### config.mk
export PLATFORM = sky130hd
export DESIGN_NAME = sio_cfg_port
export DESIGN_NICKNAME = d
export VERILOG_FILES = /design/src/rtl/sio_cfg_pkg.sv /design/src/rtl/sio_key_seq.sv /design/src/rtl/sio_global_regs.sv /design/src/rtl/sio_dev_bank.sv /design/src/rtl/sio_cfg_port.sv
export SDC_FILE = /design/constraint.sdc
export NUM_CORES = 1
export LEC_CHECK = 0
export BUFFER_PORTS_ARGS = -buffer_cell sky130_fd_sc_hd__buf_2
export CORE_MARGIN = 1.5
export CORE_UTILIZATION = 30
export CTS_BUF_LIST = sky130_fd_sc_hd__clkbuf_8
export DETAILED_ROUTE_END_ITERATION = 7
export PLACE_DENSITY = 0.46
export SLEW_MARGIN = 20
export SYNTH_ARGS = -nofsm -noshare
export SYNTH_HDL_FRONTEND = slang
export SYNTH_SLANG_ARGS = --single-unit
### constraint.sdc
create_clock -name clk -period 3.4 [get_ports clk]
set_clock_uncertainty 0.15 [all_clocks]
set_input_delay 0 -clock clk [delete_from_list [all_inputs] [get_ports clk]]
set_output_delay 0 -clock clk [all_outputs]
set_load 0.05 [all_outputs]
### src/rtl/sio_cfg_pkg.sv
// Shared constants and types for the configuration port.
// Assumes an 8-bit register space addressed through an index register.
package sio_cfg_pkg;
    localparam logic [7:0] KEY_ENTER     = 8'h87;
    localparam logic [7:0] KEY_EXIT      = 8'hAA;
    localparam logic [7:0] IDX_LDN       = 8'h07;
    localparam logic [7:0] IDX_ID_HI     = 8'h20;
    localparam logic [7:0] IDX_ID_LO     = 8'h21;
    localparam logic [7:0] IDX_PINMUX    = 8'h2C;
    localparam logic [7:0] IDX_BANK_BASE = 8'h30;
    localparam logic [7:0] IDX_DEV_EN    = 8'h30;
    localparam logic [7:0] ID_HI_VALUE   = 8'hA2;
    localparam logic [3:0] ID_LO_FAMILY  = 4'h3;

    typedef enum logic [1:0] {
        KS_LOCKED = 2'd0,
        KS_HALF   = 2'd1,
        KS_OPEN   = 2'd2
    } key_state_e;
endpackage

### src/rtl/sio_key_seq.sv
// Unlock sequencer: opens the register space after two consecutive enter
// keys written to the index port, and closes it on the exit key.
// Assumes idx_wr pulses for one cycle per host write to the index port.
module sio_key_seq
    import sio_cfg_pkg::*;
(
    input  logic       clk,
    input  logic       rst_n,
    input  logic       idx_wr,
    input  logic [7:0] wdata,
    output logic       unlocked
);
    key_state_e state_q;

    // Advance the key state on each index-port write.
    always_ff @(posedge clk) begin
        if (!rst_n) begin
            state_q <= KS_LOCKED;
        end else if (idx_wr) begin
            case (state_q)
                KS_LOCKED: state_q <= (wdata == KEY_ENTER) ? KS_HALF : KS_LOCKED;
                KS_HALF:   state_q <= (wdata == KEY_ENTER) ? KS_OPEN : KS_LOCKED;
                KS_OPEN:   if (wdata == KEY_EXIT) state_q <= KS_LOCKED;
                default:   state_q <= KS_LOCKED;
            endcase
        end
    end

    // Only the fully keyed state opens the space.
    assign unlocked = (state_q == KS_OPEN);
endmodule

### src/rtl/sio_global_regs.sv
// Global registers below the bank boundary: device number, identifier and
// pin-function select. Assumes wr_en is already qualified by unlock state.
module sio_global_regs
    import sio_cfg_pkg::*;
#(
    parameter logic [7:0] ID_LO = 8'h31
) (
    input  logic       clk,
    input  logic       rst_n,
    input  logic       wr_en,
    input  logic [7:0] idx,
    input  logic [7:0] wdata,
    output logic [7:0] ldn_q,
    output logic [7:0] pinmux_q,
    output logic [7:0] rd_data
);
    // Store writes to the writable global registers.
    always_ff @(posedge clk) begin
        if (!rst_n) begin
            ldn_q    <= '0;
            pinmux_q <= '0;
        end else if (wr_en) begin
            if (idx == IDX_LDN)    ldn_q    <= wdata;
            if (idx == IDX_PINMUX) pinmux_q <= wdata;
        end
    end

    // Return the addressed global register, zero when unimplemented.
    always_comb begin
        case (idx)
            IDX_LDN:    rd_data = ldn_q;
            IDX_ID_HI:  rd_data = ID_HI_VALUE;
            IDX_ID_LO:  rd_data = ID_LO;
            IDX_PINMUX: rd_data = pinmux_q;
            default:    rd_data = 8'h00;
        endcase
    end
endmodule

### src/rtl/sio_dev_bank.sv
// One logical device's registers: an enable byte and NREG general bytes.
// Assumes FILE_BASE lies above the enable index and FILE_BASE+NREG <= 256.
module sio_dev_bank
    import sio_cfg_pkg::*;
#(
    parameter int         NREG      = 4,
    parameter logic [7:0] FILE_BASE = 8'hE0
) (
    input  logic       clk,
    input  logic       rst_n,
    input  logic       sel,
    input  logic       wr_en,
    input  logic [7:0] idx,
    input  logic [7:0] wdata,
    output logic [7:0] en_q,
    output logic [7:0] rd_data
);
    logic [7:0] file_q [NREG];

    // Store writes aimed at this device while it is selected.
    always_ff @(posedge clk) begin
        if (!rst_n) begin
            en_q <= '0;
            for (int i = 0; i < NREG; i++) file_q[i] <= '0;
        end else if (sel && wr_en) begin
            if (idx == IDX_DEV_EN) en_q <= wdata;
            for (int i = 0; i < NREG; i++)
                if (idx == FILE_BASE + 8'(i)) file_q[i] <= wdata;
        end
    end

    // Drive read data only while selected so banks can be OR-combined.
    always_comb begin
        rd_data = 8'h00;
        if (sel) begin
            if (idx == IDX_DEV_EN) rd_data = en_q;
            for (int i = 0; i < NREG; i++)
                if (idx == FILE_BASE + 8'(i)) rd_data = file_q[i];
        end
    end
endmodule

### src/rtl/sio_cfg_port.sv
// Index/data configuration port with key unlock and banked device registers.
// Assumes one host access per cycle and never a read and write together.
module sio_cfg_port
    import sio_cfg_pkg::*;
#(
    parameter int                NDEV    = 4,
    parameter int                NREG    = 4,
    parameter int                ADDR_W  = 16,
    parameter logic [ADDR_W-1:0] BASE_LO = ADDR_W'(16'h002E),
    parameter logic [ADDR_W-1:0] BASE_HI = ADDR_W'(16'h004E),
    parameter logic [3:0]        REV     = 4'h1
) (
    input  logic              clk,
    input  logic              rst_n,
    input  logic              strap_hi_base,
    input  logic [ADDR_W-1:0] io_addr,
    input  logic              io_wr,
    input  logic              io_rd,
    input  logic [7:0]        io_wdata,
    output logic [7:0]        io_rdata,
    output logic              cfg_unlocked,
    output logic [1:0]        pin_func,
    output logic [NDEV-1:0]   dev_enable
);
    localparam logic [7:0] ID_LO = {ID_LO_FAMILY, REV};

    logic [ADDR_W-1:0] base;
    logic              hit_idx, hit_dat, idx_wr, data_wr;
    logic [7:0]        idx_q, ldn_q, pinmux_q, glob_rd, bank_rd;
    logic              in_bank;
    logic [7:0]        bank_rd_v [NDEV];

    // Port pair decode from the strap.
    assign base    = strap_hi_base ? BASE_HI : BASE_LO;
    assign hit_idx = (io_addr == base);
    assign hit_dat = (io_addr == base + ADDR_W'(1));
    assign idx_wr  = io_wr && hit_idx;
    assign data_wr = io_wr && hit_dat && cfg_unlocked;
    assign in_bank = (idx_q >= IDX_BANK_BASE);

    sio_key_seq u_key (
        .clk      (clk),
        .rst_n    (rst_n),
        .idx_wr   (idx_wr),
        .wdata    (io_wdata),
        .unlocked (cfg_unlocked)
    );

    // Capture the register index while the space is open.
    always_ff @(posedge clk) begin
        if (!rst_n)                                          idx_q <= '0;
        else if (cfg_unlocked && idx_wr && io_wdata != KEY_EXIT) idx_q <= io_wdata;
    end

    sio_global_regs #(.ID_LO(ID_LO)) u_glob (
        .clk      (clk),
        .rst_n    (rst_n),
        .wr_en    (data_wr && !in_bank),
        .idx      (idx_q),
        .wdata    (io_wdata),
        .ldn_q    (ldn_q),
        .pinmux_q (pinmux_q),
        .rd_data  (glob_rd)
    );

    generate
        for (genvar d = 0; d < NDEV; d++) begin : g_dev
            logic [7:0] en_q;
            sio_dev_bank #(.NREG(NREG), .FILE_BASE(8'hE0)) u_bank (
                .clk     (clk),
                .rst_n   (rst_n),
                .sel     (ldn_q == 8'(d)),
                .wr_en   (data_wr && in_bank),
                .idx     (idx_q),
                .wdata   (io_wdata),
                .en_q    (en_q),
                .rd_data (bank_rd_v[d])
            );
            assign dev_enable[d] = en_q[0];
        end
    endgenerate

    // Merge bank read data; unselected banks contribute zero.
    always_comb begin
        bank_rd = 8'h00;
        for (int d = 0; d < NDEV; d++) bank_rd = bank_rd | bank_rd_v[d];
    end

    // Host read mux: 0xFF when locked or when nothing is addressed.
    always_comb begin
        io_rdata = 8'hFF;
        if (io_rd && cfg_unlocked) begin
            if (hit_idx)      io_rdata = idx_q;
            else if (hit_dat) io_rdata = in_bank ? bank_rd : glob_rd;
        end
    end

    assign pin_func = pinmux_q[1:0];
endmodule

# [After elaboration in Yosys (flattened, before gate mapping)]
# Memory sizes are Yosys's and may differ from the RTL's.
# Index checks and enable logic that the tools add are counted.
[word_totals] ff_bits=58 latchBits=0 ram_bits=128 romBits=0 input_bits=29 output_inout_bits=15 elab_cells=178 n_memories=4
[classes] add_sub_neg=1 mul=0 div=0 n_lt_le_gt_ge=1 n_eq_ne=20 shift=0 mux=103 bitwise=19 reduce_logical=22
[mem_list] memory="g_dev[0].u_bank.file_q" depth=4 word_bits=8 rd=4 rd_ports_with_merged_regs=0 write_ports=4 line_no="sio_dev_bank.sv:18" text="logic [7:0] file_q [NREG];"
[mem_list] memory="g_dev[1].u_bank.file_q" depth=4 word_bits=8 rd=4 rd_ports_with_merged_regs=0 write_ports=4 line_no="sio_dev_bank.sv:18"
[mem_list] memory="g_dev[2].u_bank.file_q" depth=4 word_bits=8 rd=4 rd_ports_with_merged_regs=0 write_ports=4 line_no="sio_dev_bank.sv:18"
[mem_list] memory="g_dev[3].u_bank.file_q" depth=4 word_bits=8 rd=4 rd_ports_with_merged_regs=0 write_ports=4 line_no="sio_dev_bank.sv:18"
[ops] cell="$mux W8" count=44
[ops] cell="$mux W1" count=54
[ops] cell="$eq A8 B8 Y1 const B" count=6
[ops] cell="$eq A8 B6 Y1 const B" count=4
[ops] cell="$pmux W8 S4" count=1
[ops] cell="$or A8 B8 Y8" count=3
[ops] cell="$eq A16 B7 Y1" count=1
[ops] cell="$eq A16 B8 Y1" count=1
[ops] cell="$eq A8 B2 Y1 const B" count=2
[ops] cell="$or A1 B1 Y1" count=16
[ops] cell="$reduce_and A2 Y1" count=7
[ops] cell="$logic_and A1 B1 Y1" count=12
[ops] cell="$add A7 B1 Y8 const B" count=1
[ops] cell="$eq A8 B1 Y1 const B" count=1
[ops] cell="$eq A8 B3 Y1 const B" count=1
[ops] cell="$ge A8 B6 Y1 const B" count=1
[ops] cell="$logic_not A8 Y1" count=1
[ops] cell="$ne A8 B8 Y1 const B" count=1
[ops] cell="$mux W7" count=1
[ops] cell="$pmux W2 S3" count=1
[ops] cell="$mux W2" count=2
[ops] cell="$eq A2 B1 Y1 const B" count=1
[ops] cell="$eq A2 B2 Y1 const B" count=1
[ops] cell="$logic_not A2 Y1" count=1
[ops] cell="other kinds (2)" count=2

# [Logic depth before layout (Yosys ltp)]
# Gate-level depths: netlist of run 1.
[logic_depth] ltp_word=14 ltp_mapped=8

# [Hierarchy]
# A second synthesis of run 1 with hierarchy kept.
[unflattened] hier_cells=882 hier_area_um2=9681.8
[modules_own_cells] module="sio_dev_bank" instances=4 cells_each=171 area_each_um2=2005.7
[modules_own_cells] module="sio_global_regs" instances=1 cells_each=83 area_each_um2=772.0
[modules_own_cells] module="sio_cfg_port" instances=1 cells_each=101 area_each_um2=750.7
[modules_own_cells] module="sio_key_seq" instances=1 cells_each=14 area_each_um2=136.4

# [Least setup slack after synthesis of run 1]
# Ideal clock, no wire load.
[synth_timing] kind="reg2out" from="register u_glob.ldn_q[2]" to="output port io_rdata[0]" t_arrival_ns=2.607 setup_slack_ns=0.643 stages_incl_launch_ff=7 path_cell_list="dfxtp_1 or4_1 buf_4 or3_4 a221oi_1 a211oi_1 a41oi_1"
[synth_via] elab_chain_cells=9 elab_cells_between_ends=15 classes_between="eq/ne (3); mux (8); bitwise (3); reduce/logical (1)"
[synth_rtl] element="from (decl)" line_no="sio_global_regs.sv:13" text="output logic [7:0] ldn_q,"
[synth_rtl] element="from (signal assigned)" line_no="sio_global_regs.sv:23" text="if (idx == IDX_LDN) ldn_q <= wdata;"
[synth_rtl] element="$eq A8 B1 Y1 or $logic_not A8 Y1 (tied branches)" line_no="sio_cfg_port.sv:72" text=".sel (ldn_q == 8'(d)),"
[synth_rtl] element="$mux W8" line_no="sio_dev_bank.sv:35" text="if (sel) begin"
[synth_rtl] element="$or A8 B8 Y8 (2 in a row)" line_no="sio_cfg_port.sv:86" text="for (int d = 0; d < NDEV; d++) bank_rd = bank_rd | bank_rd_v[d];"
[synth_rtl] element="$or A8 B8 Y8 *" line_no="sio_cfg_port.sv:86"
[synth_rtl] element="$mux W8 * (2 in a row)" line_no="sio_cfg_port.sv:94" text="else if (hit_dat) io_rdata = in_bank ? bank_rd : glob_rd;"
[synth_rtl] element="$mux W8 *" line_no="sio_cfg_port.sv:93" text="if (hit_idx) io_rdata = idx_q;"
[synth_rtl] element="$mux W8 *" line_no="sio_cfg_port.sv:92" text="if (io_rd && cfg_unlocked) begin"
[synth_rtl] element="to (decl)" line_no="sio_cfg_port.sv:20" text="output logic [7:0] io_rdata,"
# Mark *: on every way between the ends. The rest lies on a longest branch, timed or not.

# [Worst setup path after layout of run 1]
[layout_timing] from="register idx_q[3]" to="output port io_rdata[7]"
[layout_via] elab_chain_cells=14 elab_cells_between_ends=42 classes_between="order compare (1); eq/ne (9); mux (29); bitwise (3)"
[layout_rtl] element="from (decl)" line_no="sio_cfg_port.sv:29" text="logic [7:0] idx_q, ldn_q, pinmux_q, glob_rd, bank_rd;"
[layout_rtl] element="from (signal assigned)" line_no="sio_cfg_port.sv:52" text="else if (cfg_unlocked && idx_wr && io_wdata != KEY_EXIT) idx_q <= io_wdata;"
[layout_rtl] element="$eq A8 B6 Y1" line_no="sio_dev_bank.sv:36" text="if (idx == IDX_DEV_EN) rd_data = en_q;"
[layout_rtl] element="$mux W8" line_no="sio_dev_bank.sv:36"
[layout_rtl] element="$mux W8 (4 in a row)" line_no="sio_dev_bank.sv:38" text="if (idx == FILE_BASE + 8'(i)) rd_data = file_q[i];"
[layout_rtl] element="$mux W8" line_no="sio_dev_bank.sv:35"
[layout_rtl] element="$or A8 B8 Y8 (3 in a row)" line_no="sio_cfg_port.sv:86"
[layout_rtl] element="$mux W8 * (2 in a row)" line_no="sio_cfg_port.sv:94"
[layout_rtl] element="$mux W8 *" line_no="sio_cfg_port.sv:93"
[layout_rtl] element="$mux W8 *" line_no="sio_cfg_port.sv:92"
# Marked as above.

==> impl_metrics.toml, run 1 <==
[logic_synthesis]
netlist_area_um2 = 9510
yosysMostFrequentCell = "edfxtp_1"
yosys_warnings = 0
netlist.area_leader.share = 0.404
synthesis.instances = 897
yosysTopAreaCell = "edfxtp_1"
syn_avg_cell_area_um2 = 10.6
synth_nets = 926
synth_seq_area_share = 0.526
synth_area_leaders = "edfxtp_1, dfxtp_1, mux2i_1, nor2_1, nand2_1"
synth_flop_cell = "edfxtp_1"
async_flop_share = 0
ys_ff_latch = 186
synth_edf_count = 128
synth_cell_types = 74
yosys-top-cells-count = "edfxtp_1, nor2_1, nand2_1"

[sta]
rsz0062_at_grt = "no"
timing.slew.headroom = 0.503
layout_setup_ws_ns = 0.110
drv_slew = 0
finalHoldViolations = 0
tightest_slew_ns = 0.743
timing.fmax_mhz = 304
fin_crit_sh = 0.968
setup_viol_count_final = 0
tns_ns = 0
min_period_ns = 3.29

[setup_path]
cp_data_required_time_ns = 3.25
cp_data_arrival_time_ns = 3.14
endpoint_kind = "output pin"
worstSetupPathType = "flop to output pin"
cp-startpoint = "idx_q[3]"
path_max_fanout = 8
reg2reg_from = "u_key.state_q[0]"
cp-start-kind = "flop"

[detailed_routing]
first_iter_violations = 662
drt_first_pass_iters = 6
drtAntennaViolNets = 0
drc = 0
viasPerCell = 5.44
drt-total-wl_um = 35800
wl_per_cell_um = 25.9
route.vias.total = 7538

[clocking]
htreeDepth = 4
path_clk_slew_ns = 0.11
clockRootBuffer = "clkbuf_8"
cts_max_path_buffers = 2
clk-insertion-delay-late_ns = 0.49
cts_sinks = 186
cts_tree = "yes"
cts_buffers = 17

[power]
pwr-share-clk = 0.370
peakVddDrop_mv = 0.229
powerDensity_nw_per_um2 = 388
p_leak_nw = 4.04
internal_power_mw = 3.21
combinationalPowerShare = 0.042
power_switching_mw = 1.08
switching_share = 0.251
pwr-share-seq = 0.588

[global_route]
grt_max_degree = 40
busiest_layer = "met2"
met2_usage = 0.353
grt_remaining_overflow = 0
antenna_found_initial = 3
grt_usage = 0.223
grt_pass1_vias = 7535
grt_pass1_wl_um = 52300
use_met1 = 0.305
met3_usage = 0.0409

[placed_design]
dp_hpwl_um = 26400
place.gp.congestion = 0.924
portBuffers = 43
place_ws_ns = 0.310

[cells_and_area]
antennaDiodeCount = 0
final_nets = 999
drive_gt1_frac = 0.183
area_growth_pct = 16.2
fin_util = 0.352

[floorplanning]
fp.dieW_um = 181
die-area_um2 = 32800
pin_count = 44
num_rows = 65
die_y_um = 181
initial_core_util = 0.303
core_region_area_um2 = 31400

[worst_hold_path]
min_from = "io_addr[0]"
hold_class = "input pin to flop"

[run_status]
status = "finished, final reports clean"

[job]
drv_cap = 0
==> sequential cells by signal (all words and copies together), names as in the netlist <==
register and cells:
g_dev.u_bank.file_q 128, g_dev.u_bank.en_q 32, idx_q 8, u_glob.ldn_q 8
u_glob.pinmux_q 8, u_key.state_q 2
==> path summary, 6_finish.rpt <==
check        cells past startpoint  slack [ns]                      endpoint
max                              5        0.11                   io_rdata[7]
min                              5        0.24  g_dev[2].u_bank.file_q[0][1]
max reg2reg                      9        0.39                      idx_q[2]
min reg2reg                      2        0.32       g_dev[1].u_bank.en_q[2]
==> routing by layer <==
layer  share of wire  wire, um
met4           0.029      1040
met5               0         0
met3           0.061      2200
met1            0.45     16000
met2            0.46     16600
==> worst max-delay path, cell delays in order (launching register included) <==
cell and delay [ns]:
dfxtp_1 0.48, or4_1 0.69, nor3_1 0.55, a311oi_1 0.30
a41oi_1 0.31, buf_2 0.31
==> power groups by stage <==
| stage | sequential [mW] | clock, mW | combinational [mW] |
|---|---|---|---|
| 3_5_place_dp | 2.57 | 0 | 0.171 |
| 5_1_grt | 2.53 | 1.70 | 0.193 |
| 6_report | 2.52 | 1.59 | 0.178 |
| 2_1_floorplan | 2.55 | 0 | 0.0830 |
| 4_1_cts | 2.52 | 1.61 | 0.181 |
| 3_3_place_gp | 2.58 | 0 | 0.170 |
==> cell usage in the layout (no fill, tap or decap), types with 17 or more instances in the layout <==
cell           count
dfxtp_1           53
mux2i_1           70
buf_4             51
o21ai_0           30
nand3_1           18
nor2_1           108
dlygate4sd3_1     27
and2_1            35
buf_2             41
nor2b_1           23
clkbuf_8          17
nand2_1          100
edfxtp_1         128
and3_1            30
==> cells by family after synthesis <==
kind of cell           after synthesis  share of synthesized area
buffers and inverters               77                     0.0370
flip-flops                         186                      0.526
AO/OA/AOI/OAI                      154                      0.119
AND/OR/NAND/NOR                    403                      0.236
multiplexers                        77                     0.0820
==> cell type report <==
| cell class | instances | area (um2) |
|---|---|---|
| clock inverter | 15 | 173 |
| fill | 3227 | 20300 |
| clock buffer | 17 | 234 |
| inverter | 9 | 33.8 |
| multi-input combinational | 634 | 4190 |
| sequential | 186 | 5020 |
| timing repair buffer | 122 | 906 |
| tap | 402 | 503 |
==> metrics by stage <==
stage | cell area (um2) | hold slack, ns | instances | power (mW)
6_report | 11100 | 0.237 | 1385 | 4.29
5_1_grt | 11100 | 0.266 | 1385 | 4.43
4_1_cts | 11000 | 0.222 | 1382 | 4.32
3_5_place_dp | 10300 | 0.306 | 1323 | 2.74
3_3_place_gp | 10300 | 0.296 | 1323 | 2.75
2_1_floorplan | 9510 | 0.203 | 897 | 2.63
==> timing repair <==
item / CTS / global route
setup buffers: 0 / 3
hold buffers: 27 / 0
gates cloned: 0 / 0
endpoints found under the setup margin: 7 / 11
pin swaps: 0 / 2
endpoints found under the hold margin: 185 / 0
resized for setup: 4 / 11
Power figures use the tool's default switching activity.
==> run 2, diff against run 1 <==
Settings changed: PLACE_DENSITY 0.46 to unset, PLACE_DENSITY_LB_ADDON set to 0.2.
==> impl_metrics.toml, run 2 (synthesized netlist as in run 1, its figures left out) <==
[run_status]
status = "finished, final reports clean"

[global_route]
met2_usage = 0.336
antenna_found_initial = 0
grt_pass1_vias = 7298
grt_pass1_wl_um = 51100
grt_max_degree = 52
use_met1 = 0.304
grt_usage = 0.215
grt_remaining_overflow = 0
busiest_layer = "met2"
met3_usage = 0.0361

[clocking]
cts_sinks = 186
cts_tree = "yes"
htreeDepth = 4
clk-insertion-delay-late_ns = 0.50
cts_max_path_buffers = 2
postCtsSetupBuffers = 0
path_clk_slew_ns = 0.10
clockRootBuffer = "clkbuf_8"
cts_buffers = 17

[floorplanning]
pin_count = 44
die-area_um2 = 32800
num_rows = 65
core_region_area_um2 = 31400
fp.dieW_um = 181
initial_core_util = 0.303
die_y_um = 181

[sta]
setup_viol_count_final = 0
layout_setup_ws_ns = 0.0942
tightest_slew_ns = 0.808
timing.slew.headroom = 0.458
tns_ns = 0
fin_crit_sh = 0.972
timing.hold.ws_ns = 0.0185
rsz0062_at_grt = "no"
timing.fmax_mhz = 302
finalHoldViolations = 0
min_period_ns = 3.31
drv_slew = 0

[cells_and_area]
area_growth_pct = 13.7
most-common-layout-cells = "edfxtp_1, nor2_1, nand2_1, mux2i_1, dfxtp_1"
mostFrequentLayoutCell = "edfxtp_1"
antennaDiodeCount = 0
largest_reg_flops = 128
multi_input_area_um2 = 4190
drive_gt1_frac = 0.172
largest_registers = "g_dev.u_bank.file_q (128), g_dev.u_bank.en_q (32)"
final_nets = 977
fill_cells = 3194
regMostFlops = "g_dev.u_bank.file_q"
area.sequential_um2 = 5010

[placed_design]
portBuffers = 43
place_ws_ns = 0.294
dp_hpwl_um = 25500
place.gp.congestion = 0.981

[detailed_routing]
viasPerCell = 5.53
drc = 0
drtAntennaViolNets = 0
route.vias.total = 7544
wl_per_cell_um = 25.4
first_iter_violations = 901
drt_first_pass_iters = 5
drt-total-wl_um = 34600

[power]
peakVddDrop_mv = 0.244
p_leak_nw = 3.93
total_power_mw = 4.24
powerDensity_nw_per_um2 = 392

[setup_path]
worstSetupPathType = "flop to output pin"
endpoint_kind = "output pin"
path_max_fanout = 14
cp_data_arrival_time_ns = 3.16
cp_data_required_time_ns = 3.25
cp-start-kind = "flop"

[job]
drv_cap = 0

[worst_hold_path]
hold_class = "input pin to flop"
[run 2: path summary, 6_finish.rpt]
| kind | start | to | slack (ns) | cells past startpoint |
|---|---|---|---|---|
| setup reg to reg | idx_q[5] | g_dev[0].u_bank.file_q[2][2] | 0.58 | 7 |
| hold reg to reg | g_dev[0].u_bank.en_q[5] | g_dev[0].u_bank.en_q[5] | 0.32 | 2 |
| hold / removal | io_addr[13] | idx_q[2] | 0.02 | 6 |
| setup / recovery | idx_q[0] | io_rdata[6] | 0.09 | 7 |
[run 2: power by group]
part | switching (mW) | internal, mW
Clock | 0.869 | 0.678
Combinational | 0.123 | 0.0524
Sequential | 0.0365 | 2.49
Total | 1.03 | 3.22
[run 2: layout make-up]
cell class	instances	area share
sequential	186	0.463
multi-input combinational	634	0.387
tap	402	0.0465
clock inverter	14	0.0137
clock buffer	18	0.0229
timing repair buffer	100	0.0635
inverter	9	0.00312
[run 2: metrics by stage]
step / area (um2) / cells / util
after global placement: 10200 / 1316 / 0.326
after global routing: 10800 / 1363 / 0.344
final: 10800 / 1363 / 0.344
after CTS: 10800 / 1363 / 0.343
after floorplan: 9510 / 897 / -
after detailed placement: 10200 / 1316 / 0.326
[run 2: per-layer routing]
layer  vias to the layer above  wire length (um)
met4                         0               878
met3                        47              2340
met2                       369             15700
li1                       3400                 -
met5                         -                 0
met1                      3728             15700
[run 2: worst max-delay path, cell delays in order (launching register included)]
cell and delay, ns:
dfxtp_1 0.43, buf_4 0.25, or3b_2 0.58, nor2_2 0.30, a22oi_1 0.20, o221ai_1 0.37, o32a_1 0.25, buf_2 0.28
[run 2: what timing repair did]
item	in CTS	in global routing
setup endpoints to repair	5	5
endpoints found under the hold margin	123	0
gates resized for setup	4	7
hold buffers	15	0
